===== src/rtl/uart_fc_pkg.sv =====
package uart_fc_pkg;

    localparam int DEFAULT_FIFO_DEPTH = 128;
    localparam int CTS_SYNC_STAGES    = 2;

    // Receive-side flow state held between the two hysteresis levels
    typedef enum logic {
        FLOW_ON  = 1'b0,
        FLOW_OFF = 1'b1
    } rx_flow_e;

    typedef struct packed {
        logic auto_rts;
        logic auto_cts;
        logic sw_rts;
    } fc_ctl_t;

    typedef struct packed {
        logic at_trig;
        logic at_hi;
        logic below_lo;
    } lvl_flags_t;

    function automatic rx_flow_e flow_next(rx_flow_e cur, logic en, lvl_flags_t f);
        rx_flow_e nxt;
        if (!en)
            nxt = FLOW_ON;
        else if (f.at_hi)
            nxt = FLOW_OFF;
        else if (f.below_lo)
            nxt = FLOW_ON;
        else
            nxt = cur;
        return nxt;
    endfunction

    // Active-low pin level: auto control can only pull the pin inactive
    function automatic logic rts_level(logic en, logic sw, rx_flow_e st);
        return (!sw) || (en && (st == FLOW_OFF));
    endfunction

endpackage


===== src/rtl/fc_level_cmp.sv =====
module fc_level_cmp
    import uart_fc_pkg::*;
#(
    parameter int CW = 8
) (
    input  logic [CW-1:0] count,
    input  logic [CW-1:0] trig,
    input  logic [CW-1:0] hi,
    input  logic [CW-1:0] lo,
    output lvl_flags_t    flags
);
    always_comb begin
        flags.at_trig  = (count >= trig);
        flags.at_hi    = (count >= hi);
        flags.below_lo = (count < lo);
    end
endmodule


===== src/rtl/fc_rts_ctrl.sv =====
module fc_rts_ctrl
    import uart_fc_pkg::*;
(
    input  logic       clk,
    input  logic       rst,
    input  fc_ctl_t    ctl,
    input  lvl_flags_t flags,
    output logic       rts_n,
    output logic       irq
);
    rx_flow_e state_q;
    rx_flow_e state_d;

    always_comb begin
        state_d = flow_next(state_q, ctl.auto_rts, flags);
    end

    always_ff @(posedge clk) begin
        if (rst) begin
            state_q <= FLOW_ON;
            rts_n   <= 1'b1;
            irq     <= 1'b0;
        end else begin
            state_q <= state_d;
            rts_n   <= rts_level(ctl.auto_rts, ctl.sw_rts, state_d);
            irq     <= ctl.auto_rts && flags.at_trig;
        end
    end
endmodule


===== src/rtl/fc_cts_gate.sv =====
module fc_cts_gate #(
    parameter int STAGES = 2
) (
    input  logic clk,
    input  logic rst,
    input  logic en,
    input  logic cts_n,
    input  logic busy,
    output logic allow
);
    logic [STAGES-1:0] sync_q;

    generate
        for (genvar i = 0; i < STAGES; i++) begin : g_sync
            if (i == 0) begin : g_first
                always_ff @(posedge clk) begin
                    if (rst) sync_q[i] <= 1'b1;
                    else     sync_q[i] <= cts_n;
                end
            end else begin : g_next
                always_ff @(posedge clk) begin
                    if (rst) sync_q[i] <= 1'b1;
                    else     sync_q[i] <= sync_q[i-1];
                end
            end
        end
    endgenerate

    // Decision only moves between characters
    always_ff @(posedge clk) begin
        if (rst)
            allow <= 1'b1;
        else if (!busy)
            allow <= (!en) || (!sync_q[STAGES-1]);
    end
endmodule


===== src/rtl/uart_flow_ctrl.sv =====
module uart_flow_ctrl
    import uart_fc_pkg::*;
#(
    parameter int FIFO_DEPTH = DEFAULT_FIFO_DEPTH,
    localparam int CW        = $clog2(FIFO_DEPTH + 1)
) (
    input  logic          clk,
    input  logic          rst,
    input  logic [CW-1:0] rx_count,
    input  logic [CW-1:0] trig_lvl,
    input  logic [CW-1:0] hyst_hi,
    input  logic [CW-1:0] hyst_lo,
    input  logic          auto_rts_en,
    input  logic          auto_cts_en,
    input  logic          sw_rts,
    input  logic          cts_n,
    input  logic          tx_busy,
    output logic          rts_n,
    output logic          rx_irq,
    output logic          tx_allow
);
    fc_ctl_t    ctl;
    lvl_flags_t flags;

    always_comb begin
        ctl.auto_rts = auto_rts_en;
        ctl.auto_cts = auto_cts_en;
        ctl.sw_rts   = sw_rts;
    end

    fc_level_cmp #(.CW(CW)) u_cmp (
        .count (rx_count),
        .trig  (trig_lvl),
        .hi    (hyst_hi),
        .lo    (hyst_lo),
        .flags (flags)
    );

    fc_rts_ctrl u_rts (
        .clk   (clk),
        .rst   (rst),
        .ctl   (ctl),
        .flags (flags),
        .rts_n (rts_n),
        .irq   (rx_irq)
    );

    fc_cts_gate #(.STAGES(CTS_SYNC_STAGES)) u_cts (
        .clk   (clk),
        .rst   (rst),
        .en    (ctl.auto_cts),
        .cts_n (cts_n),
        .busy  (tx_busy),
        .allow (tx_allow)
    );
endmodule


===== config.mk =====
export PLATFORM = sky130hd
export DESIGN_NAME = uart_flow_ctrl
export DESIGN_NICKNAME = d
export VERILOG_FILES = /design/src/rtl/uart_fc_pkg.sv /design/src/rtl/fc_level_cmp.sv /design/src/rtl/fc_rts_ctrl.sv /design/src/rtl/fc_cts_gate.sv /design/src/rtl/uart_flow_ctrl.sv
export SDC_FILE = /design/constraint.sdc
export NUM_CORES = 1
export LEC_CHECK = 0
export BUFFER_PORTS_ARGS = -buffer_cell sky130_fd_sc_hd__buf_4
export CORE_MARGIN = 2
export CORE_UTILIZATION = 35
export CTS_BUF_LIST = sky130_fd_sc_hd__clkbuf_16
export DETAILED_ROUTE_END_ITERATION = 10
export PLACE_DENSITY = 0.61
export SLEW_MARGIN = 20
export SYNTH_ARGS = -nofsm -noshare
export SYNTH_HDL_FRONTEND = slang
export SYNTH_HIERARCHICAL = 1
export SYNTH_SLANG_ARGS = --single-unit

===== constraint.sdc =====
create_clock -name clk -period 1.5 [get_ports clk]
set_input_delay 0.075 -clock clk [delete_from_list [all_inputs] [get_ports clk]]
set_output_delay 0.075 -clock clk [all_outputs]
set_load 0.005 [all_outputs]

# Word level (Yosys, flattened, before mapping)
# Index checks and enable logic that the tools add are counted.
[word_totals]
ff_bits = 6
inputBits = 39
out_inout_bits = 3
elab_cells = 19
[op_classes]
n_lt_le_gt_ge = 3
mux = 3
reduce_logical = 7
[ops]
columns = ["operator", "n"]
rows = [
  [">= comparator 8 bit", 2],
  ["< comparator 8 bit", 1],
  ["logical NOT 1 bit", 3],
  ["2-to-1 mux 1 bit", 3],
  ["logical AND 1 bit", 2],
  ["logical OR 1 bit", 2],
]

# Depth between registers and ports, before layout
# Gate-level depths: netlist of the first run.
[logic_depth]
ltp_word = 6
depth_mapped = 7

# Hierarchy
# The synthesis of the first run kept the hierarchy.
[modules_own_cells]
columns = ["mod", "instances", "cells_each", "area_each_um2"]
rows = [
  ["fc_level_cmp", 1, 75, 565.5],
  ["fc_rts_ctrl", 1, 10, 103.8],
  ["fc_cts_gate", 1, 8, 93.8],
]

# Least setup slack after synthesis of the first run
# No wires, ideal clock.
[synth_path]
path_kind = "input to register"
start = "input hyst_hi[6]"
end = "register u_rts.state_q"
arrival_time_ns = 1.098
setup_slack_ns = 0.285
path_stages = 6
n_path_buf = 0
cell_sequence = "inv_1 ha_1 a21o_1 a221oi_2 o21ai_1 o211a_1"
[synth_rtl]
columns = ["item", "line", "text"]
rows = [
  ["start: declaration", "uart_flow_ctrl.sv:11", "input logic [CW-1:0] hyst_hi,"],
  ["end signal: assignment", "fc_rts_ctrl.sv:24", "state_q <= state_d;"],
  ["end: declaration", "fc_rts_ctrl.sv:11", "rx_flow_e state_q;"],
]

==> flow_summary.yaml, run 1 <==
cells_and_area:
  layout.nets: 201
  final_cells: 164
  mostFrequentLayoutCells: "41 x buf_4, 23 x inv_1, 23 x ha_1"
  areaGrowthSynthToFinish_pct: 54.6
  drive_gt1_share_pct: 35.8
  antenna_cells: 0
  final_util_pct: 58.9
  final_common_cell: "buf_4"
timing:
  period_minus_slack_ns: 1.16
  max_freq_ghz: 0.865
  rsz0062_at_grt: "false"
  finalSetupTns_ns: 0
  finalHoldViolCount: 0
  maxSlewHeadroom_pct: 83.7
  tightest_slew_ns: 0.241
  timing.final.crit_share_pct: 77.1
  slew_viol_final: 0
  setup_viol: 0
  clock_skew_ns: 0.000554
die:
  start_util_pct: 38.1
  ios: 42
  dieArea_um2: 2570
  die_h_um: 50.7
  core-area_um2: 2000
  row_count: 16
  die_x_um: 50.7
clock_tree:
  tritoncts: "done"
  clk_pin_slew_ns: 0.03
  clkSinkCount: 6
  cts_buffers: 3
  post-cts-setup-buffers: 0
  clock_path_buffers: 2
  cts_resized: 0
  cts_hold_buf: 0
  clk_latency_ns: 0.23
  htreeDepth: 1
  cts-root-buf: "clkbuf_16"
worst_setup_path:
  worstSetupEndpointType: "flop"
  r2r_setup_slack_ns: 0.78
  ff2ff_path_depth: 2
  cp-start-kind: "primary input"
  r2r-end: "u_rts/state_q$_SDFF_PP0_"
  crit_type: "primary input to flop"
  cp.arrival_ns: 1.27
  required_ns: 1.62
  rr_startpoint: "u_rts/state_q$_SDFF_PP0_"
  cp_max_fo: 3
global_routing:
  grtUsageTotal_pct: 15.4
  grt-ovfl-total: 0
  grt_pass1_wl_um: 2960
  antenna_found_initial: 0
  first_global_vias: 738
  grt_max_degree: 6
placed_design:
  place_congestion: 0.844
  dpl.hpwl_um: 1500
  dp_cells: 161
  place.port_buffers: 41
detailed_routing:
  vias: 757
  routedWlPerCell_um: 10.0
  detail-route-antenna-nets: 0
  routed_wl_um: 1650
  drcViolationCount: 0
  drtPass1Iterations: 4
  via_per_inst: 4.62
  drt_iter0_drc: 4
power:
  p_comb_share_pct: 28.7
  pwr-share-clk_pct: 50.7
  p_sw_share_pct: 21.8
  power_w: 0.000835
  p_seq_share_pct: 20.7
  leakagePower_nw: 0.714
  p_int_w: 0.000653
  switchingPower_w: 0.000182
  powerDensity_nw_per_um2: 708
  ir_worst_vdd_uv: 621
synthesis:
  synth_top_area_share_pct: 37.7
  synth.largest_area_cell: "ha_1"
  seq_area_frac_synth_pct: 15.7
  syn_inst: 93
  ys_warn_count: 6
  ys_types: 24
  syn-mean-instance-area_um2: 8.21
  syn_area_um2: 763
  syn_nets: 155
  synth_seq_cells: 6
  yosys-top-cells-area: "ha_1 38%, dfxtp_1 16%, inv_1 11%"
min_path:
  min_path_type: "primary input to flop"
  min_delay_path_depth: 2
  min_from: "cts_n"
  min_to: "u_cts/sync_q[0]$_SDFF_PP1_"
run_status:
  outcome: "complete, no violations"
flow_run:
  cap_violations: 0
==> layout make-up <==
type,count,area (um^2)
fillers,200,822
repair buffers,41,308
well taps,27,33.8
flip-flops and latches,6,120
multi-input cells,64,557
inverters,23,86.3
clock buffers,3,75.1
==> cells by family after synthesis <==
| logic type | synth area share (%) |
|---|---|
| fa+ha+maj | 37.7 |
| compound gates | 18.4 |
| buf+inv | 11.3 |
| flops | 15.7 |
| simple gates | 16.9 |
==> power groups by stage <==
stage	Sequential (W)	Combinational [W]	Clock, W
floorplan	0.000175	0.000122	0
global placement	0.000174	0.000238	0
detailed placement	0.000174	0.000243	0
CTS	0.000173	0.000245	0.000431
global route	0.000174	0.000278	0.000448
finish	0.000173	0.000239	0.000423
==> through the flow <==
step / cell area, um^2 / worst slack (ns) / hold WS (ns)
floorplan: 763 / 0.285 / 0.149
global placement: 1100 / 0.121 / 0.256
detailed placement: 1100 / 0.112 / 0.258
CTS: 1180 / 0.344 / 0.0278
global route: 1180 / 0.294 / 0.0286
finish: 1180 / 0.344 / 0.0275
==> Yosys cell counts, drive strengths merged <==
cell    number
o211a        1
dfxtp        6
a21o         6
inv         23
and3         3
nand3        4
a31oi        2
or2          2
o211ai       1
a21oi        4
nor2b        2
nor4bb       1
nand3b       1
nand2b       2
o21ai        3
nor3b        1
nand2        3
nand4        1
a221oi       2
nor2         2
ha          23
==> flip-flops by register name (all words and copies together) (netlist names) <==
name	cells
u_cts/sync_q	2
u_rts/rts_n	1
u_cts/allow	1
u_rts/irq	1
u_rts/state_q	1
==> worst max-delay path, cell delays in order <==
cell and delay [ns]:
buf_4 0.13, ha_1 0.31, and3_2 0.22, a221oi_2 0.20
o21ai_1 0.11, o211a_1 0.22
==> how the worst max path moves through the flow <==
stage                     slack, ns        start  cells after the start                       end
after floorplan                0.29   hyst_hi[6]                      6  u_rts/state_q$_SDFF_PP0_
after global placement         0.12  rx_count[6]                      6  u_rts/state_q$_SDFF_PP0_
after detailed placement       0.11  rx_count[6]                      6  u_rts/state_q$_SDFF_PP0_
after CTS                      0.34  rx_count[6]                      6  u_rts/state_q$_SDFF_PP0_
after global routing           0.29  rx_count[6]                      6  u_rts/state_q$_SDFF_PP0_
final                          0.34  rx_count[7]                      6  u_rts/state_q$_SDFF_PP0_
==> per-layer routing <==
layer,track usage (%),vias up,share of wire [%]
met4,4.05,0,0
met1,18.1,323,45
li1,-,408,-
met5,0,-,0
met2,26.8,26,49
met3,4.76,0,6.3
Power figures use the tool's default switching activity.
==> run 2, diff against run 1 <==
PLACE_DENSITY = 0.64   (was 0.61)
clock period = 0.95 ns   (was 1.5 ns; I/O delays follow)
==> run 2 against run 1 <==
The run now ends with negative setup slack left. Clock power rose by 58%. Count of clock-buffer cells in the layout stayed put. Core utilization grew 13 points. Worst hold slack got worse by 0.017 ns. Non-clock buffer count up 2. First-iteration DRC count fell by 75%. Design area up 22%.
==> flow_summary.yaml, run 2 (synthesis gave the netlist of run 1 again) <==
die:
  start_util_pct: 38.1
  ios: 42
  row_count: 16
  core-area_um2: 2000
  die_h_um: 50.7
  dieArea_um2: 2570
  die_x_um: 50.7
power:
  power_w: 0.00145
  p_comb_share_pct: 35.3
  switchingPower_w: 0.000340
  leakagePower_nw: 0.733
  ir_worst_vdd_uv: 1180
  powerDensity_nw_per_um2: 1010
  pwr-share-clk_pct: 46.0
  p_seq_share_pct: 18.7
  p_int_w: 0.00111
  p_sw_share_pct: 23.4
worst_setup_path:
  critical_path.top_delay_family: "compound AO/OA/AOI/OAI gates"
  worstSetupEndpointType: "flop"
  rr_startpoint: "u_rts/state_q$_SDFF_PP0_"
  crit_chain: "buf_4 > inv_1 > ha_4 > a21oi_2 > o211ai_1 > a21oi_1 > nor2b_1 > o211a_1"
  required_ns: 1.06
  r2r-end: "u_rts/state_q$_SDFF_PP0_"
  cp-start-kind: "primary input"
  cp.arrival_ns: 1.12
  r2r_setup_slack_ns: 0.21
  crit_type: "primary input to flop"
  slowest_delay_ns: 0.22
  cp_max_fo: 3
  cpMaxStageDelayCell: "ha_4"
  path_buf_inv: 2
  ff2ff_path_depth: 2
clock_tree:
  cts_buffers: 3
  tritoncts: "done"
  clk_pin_slew_ns: 0.03
  clkSinkCount: 6
  cts-root-buf: "clkbuf_16"
  clk_latency_ns: 0.22
  htreeDepth: 1
  clock_path_buffers: 2
placed_design:
  dp_cells: 161
  dpl.hpwl_um: 1620
  place.port_buffers: 41
  pre_cts_ws_ns: -0.370
  place_congestion: 0.695
detailed_routing:
  routed_wl_um: 1870
  drcViolationCount: 0
  drt_iter0_drc: 1
  routedWlPerCell_um: 11.3
  via_per_inst: 4.74
  drtPass1Iterations: 2
  vias: 787
  detail-route-antenna-nets: 0
global_routing:
  grt_pass1_wl_um: 3230
  first_global_vias: 818
  grt-ovfl-total: 0
  antenna_found_initial: 0
  grt_max_degree: 6
  grtUsageTotal_pct: 16.5
cells_and_area:
  final_cells: 166
  drive_gt1_share_pct: 53.2
  mostFrequentLayoutCells: "35 x buf_4, 16 x inv_1, 12 x ha_4"
  final_common_cell: "buf_4"
  largest_register_ffs: 2
  areaGrowthSynthToFinish_pct: 88.4
  layout.nets: 203
  top_register: "u_cts/sync_q"
  antenna_cells: 0
run_status:
  violations: "negative setup slack"
  outcome: "finished with violations"
min_path:
  min_to: "u_cts/sync_q[0]$_SDFF_PP1_"
  min_from: "cts_n"
  min_path_type: "primary input to flop"
  min_delay_path_depth: 2
timing:
  maxSlewHeadroom_pct: 84.3
  tightest_slew_ns: 0.233
  timing.final.crit_share_pct: 106
  layout_setup_ws_ns: -0.0581
  finalHoldViolCount: 0
  max_freq_ghz: 0.992
  slew_viol_final: 0
  clock_skew_ns: 0.000513
  period_minus_slack_ns: 1.01
  setup_viol: 3
  rsz0062_at_grt: "true"
flow_run:
  cap_violations: 0
==> run 2: layout make-up <==
class | instances | area, um^2
well taps | 27 | 33.8
flip-flops and latches | 6 | 120
repair buffers | 43 | 360
inverters | 23 | 119
clock buffers | 3 | 75.1
multi-input cells | 64 | 729
fillers | 162 | 564
==> run 2: worst register-to-register path, stage by stage (launching register included) <==
cell     delay, ns
dfxtp_1       0.29
nor2b_1       0.12
o211a_1       0.22
==> run 2: per-layer routing <==
layer | routed length, um | global-route usage, % | vias to the layer above
li1 | - | - | 412
met3 | 134 | 4.17 | 0
met5 | 0 | 0 | -
met2 | 970 | 31.8 | 30
met4 | 0 | 2.70 | 0
met1 | 765 | 18.1 | 345
==> run 2: power groups by stage <==
stage	Clock, W	Combinational (W)	Sequential (W)
final	0.000668	0.000513	0.000272
after global routing	0.000692	0.000580	0.000274
after global placement	0	0.000440	0.000275
after CTS	0.000680	0.000503	0.000272
after floorplan	0	0.000238	0.000276
after detailed placement	0	0.000457	0.000276
==> run 2: worst max path at each step <==
stage	from	to	slack (ns)	depth (start not counted)
floorplan	hyst_hi[6]	u_rts/state_q$_SDFF_PP0_	-0.11	6
finish	hyst_lo[7]	u_rts/state_q$_SDFF_PP0_	-0.06	8
detailed placement	rx_count[4]	u_rts/state_q$_SDFF_PP0_	-0.37	7
global placement	rx_count[4]	u_rts/state_q$_SDFF_PP0_	-0.34	7
global route	hyst_hi[4]	u_rts/state_q$_SDFF_PP0_	-0.12	7
CTS	rx_count[6]	u_rts/state_q$_SDFF_PP0_	-0.08	6
==> run 2: per-stage QoR <==
stage,instance area (um^2),hold WS (ns),utilization (%),setup TNS (ns)
after floorplan,903,0.121,-,-0.228
after global placement,1240,0.225,62.2,-0.907
after detailed placement,1240,0.239,62.2,-0.952
after CTS,1410,0.00908,70.4,-0.159
after global routing,1440,0.0204,71.8,-0.268
final,1440,0.0105,71.8,-0.0906
==> run 2: what timing repair did <==
action	CTS	global route
endpoints found under the setup margin	3	3
pin swaps	12	5
cloned	0	0
resized for setup	13	6
hold buffers	0	0
setup buffers	2	0
==> run 3, diff against run 2 <==
CORE_UTILIZATION = 36   (was 35)
PLACE_DENSITY = 0.66   (was 0.64)
==> run 3 against run 2 <==
The run still ends with negative setup slack left. Core utilization is 3.7 points higher. Global-route usage is 2.3 points higher. Count of clock-buffer cells in the layout stayed put. Register-to-register slack hardly changed. Critical path depth is 1 lower. Routed wire length is 9.3% higher. Clock power is 1% lower. Combinational power is 8.4% higher. Clock skew hardly changed. First-iteration DRC count grew to 3.0 times the previous value. Worst setup slack better by 0.021 ns.
==> flow_summary.yaml, run 3 (synthesis gave the netlist of run 1 again) <==
run_status:
  outcome: "finished with violations"
  violations: "negative setup slack"
global_routing:
  met2_usage_pct: 34.9
  grtUsageTotal_pct: 18.8
  first_global_vias: 880
  use_met1_pct: 20.6
  antenna_found_initial: 0
  grt_most_used_layer: "met2"
  grt_pass1_wl_um: 3540
  grt-ovfl-total: 0
  grt_util_met3_pct: 5.45
  grt_max_degree: 6
worst_setup_path:
  r2r_setup_slack_ns: 0.21
  r2r-end: "u_rts/state_q$_SDFF_PP0_"
  cp-startpoint: "hyst_hi[6]"
  ff2ff_path_depth: 2
  cp_max_fo: 2
  required_ns: 1.06
  crit_type: "primary input to flop"
  cp-start-kind: "primary input"
  rr_startpoint: "u_rts/state_q$_SDFF_PP0_"
  crit_end: "u_rts/state_q$_SDFF_PP0_"
  worstSetupEndpointType: "flop"
  cp.arrival_ns: 1.10
timing:
  period_minus_slack_ns: 0.987
  setup_viol: 2
  slew_viol_final: 0
  tightest_slew_ns: 0.257
  rsz0062_at_grt: "true"
  layout_setup_ws_ns: -0.0373
  maxSlewHeadroom_pct: 82.8
  timing.final.crit_share_pct: 104
  finalHoldViolCount: 0
  max_freq_ghz: 1.01
  finalSetupTns_ns: -0.0579
  clock_skew_ns: 0.000281
die:
  die_h_um: 50.0
  dieArea_um2: 2500
  die_x_um: 50.0
  ios: 42
  start_util_pct: 38.5
  row_count: 16
  core-area_um2: 1980
clock_tree:
  clock_path_buffers: 2
  post-cts-setup-buffers: 0
  tritoncts: "done"
  clkSinkCount: 6
  clk_pin_slew_ns: 0.03
  htreeDepth: 1
  cts_buffers: 3
  cts-root-buf: "clkbuf_16"
  clk_latency_ns: 0.22
cells_and_area:
  seqCellArea_um2: 120
  drive_gt1_share_pct: 60.9
  fin_area_um2: 1500
  final_util_pct: 75.5
  fill_cells: 134
  final_common_cell: "buf_4"
  antenna_cells: 0
  top_register: "u_cts/sync_q"
  layout.nets: 202
  areaGrowthSynthToFinish_pct: 96.1
  largest_register_ffs: 2
  mostFrequentLayoutCells: "33 x buf_4, 14 x ha_4, 12 x inv_1"
  multiInputGateArea_um2: 782
detailed_routing:
  vias: 805
  drcViolationCount: 0
  routed_wl_um: 2040
  drt_iter0_drc: 3
  routedWlPerCell_um: 12.4
  drtPass1Iterations: 4
  detail-route-antenna-nets: 0
  via_per_inst: 4.88
power:
  leakagePower_nw: 0.736
  powerDensity_nw_per_um2: 996
  ir_worst_vdd_uv: 1480
placed_design:
  dpl.hpwl_um: 1670
  place_congestion: 0.715
  place.port_buffers: 41
  post_dp_cell_area_um2: 1250
flow_run:
  cap_violations: 0
min_path:
  min_path_type: "primary input to flop"
## run 3: how the worst min path moves through the flow
stage / from / endpoint / cells past startpoint
after floorplan: sw_rts / u_rts/rts_n$_SDFF_PP1_ / 1
after global placement: cts_n / u_cts/sync_q[0]$_SDFF_PP1_ / 2
after detailed placement: cts_n / u_cts/sync_q[0]$_SDFF_PP1_ / 2
after CTS: cts_n / u_cts/sync_q[0]$_SDFF_PP1_ / 2
after global routing: cts_n / u_cts/sync_q[0]$_SDFF_PP1_ / 2
final: cts_n / u_cts/sync_q[0]$_SDFF_PP1_ / 2
## run 3: repair_timing
item	CTS	global route
endpoints found under the setup margin	3	3
hold buffers	0	0
gates resized for setup	26	8
pin swaps	14	10
## run 3: routing by layer
layer,up-vias,routed length (um)
li1,411,-
met4,0,0
met5,-,0
met3,0,113
met1,367,830
met2,27,1100
## run 3: report_power, final
group / switching, W / leakage [nW] / total, W / internal [W]
logic: 0.000227 / 0.649 / 0.000556 / 0.000329
clock network: 0.000123 / 0.0370 / 0.000661 / 0.000538
registers: 0.00000472 / 0.0496 / 0.000273 / 0.000268
## run 3: stage by stage
step / hold slack (ns) / total power (W) / worst slack, ns / instances
2_1_floorplan: 0.121 / 0.000514 / -0.108 / 93
3_3_place_gp: 0.227 / 0.000724 / -0.392 / 162
3_5_place_dp: 0.230 / 0.000739 / -0.403 / 162
4_1_cts: 0.00154 / 0.00148 / -0.0495 / 165
5_1_grt: 0.0206 / 0.00158 / -0.0729 / 165
6_report: 0.00238 / 0.00149 / -0.0373 / 165
## run 3: layout make-up
cell class | instances | area share, %
timing repair buffer | 42 | 24.2
sequential | 6 | 8.03
multi-input combinational | 64 | 52.3
clock buffer | 3 | 5.02
tap | 27 | 2.26
inverter | 23 | 8.28
## run 3: worst max-delay path, cell delays in order
cell and delay (ns):
buf_8 0.09, inv_12 0.03, ha_4 0.22, a21o_1 0.16, a221oi_2 0.23, o21ai_1 0.12
o211a_1 0.21
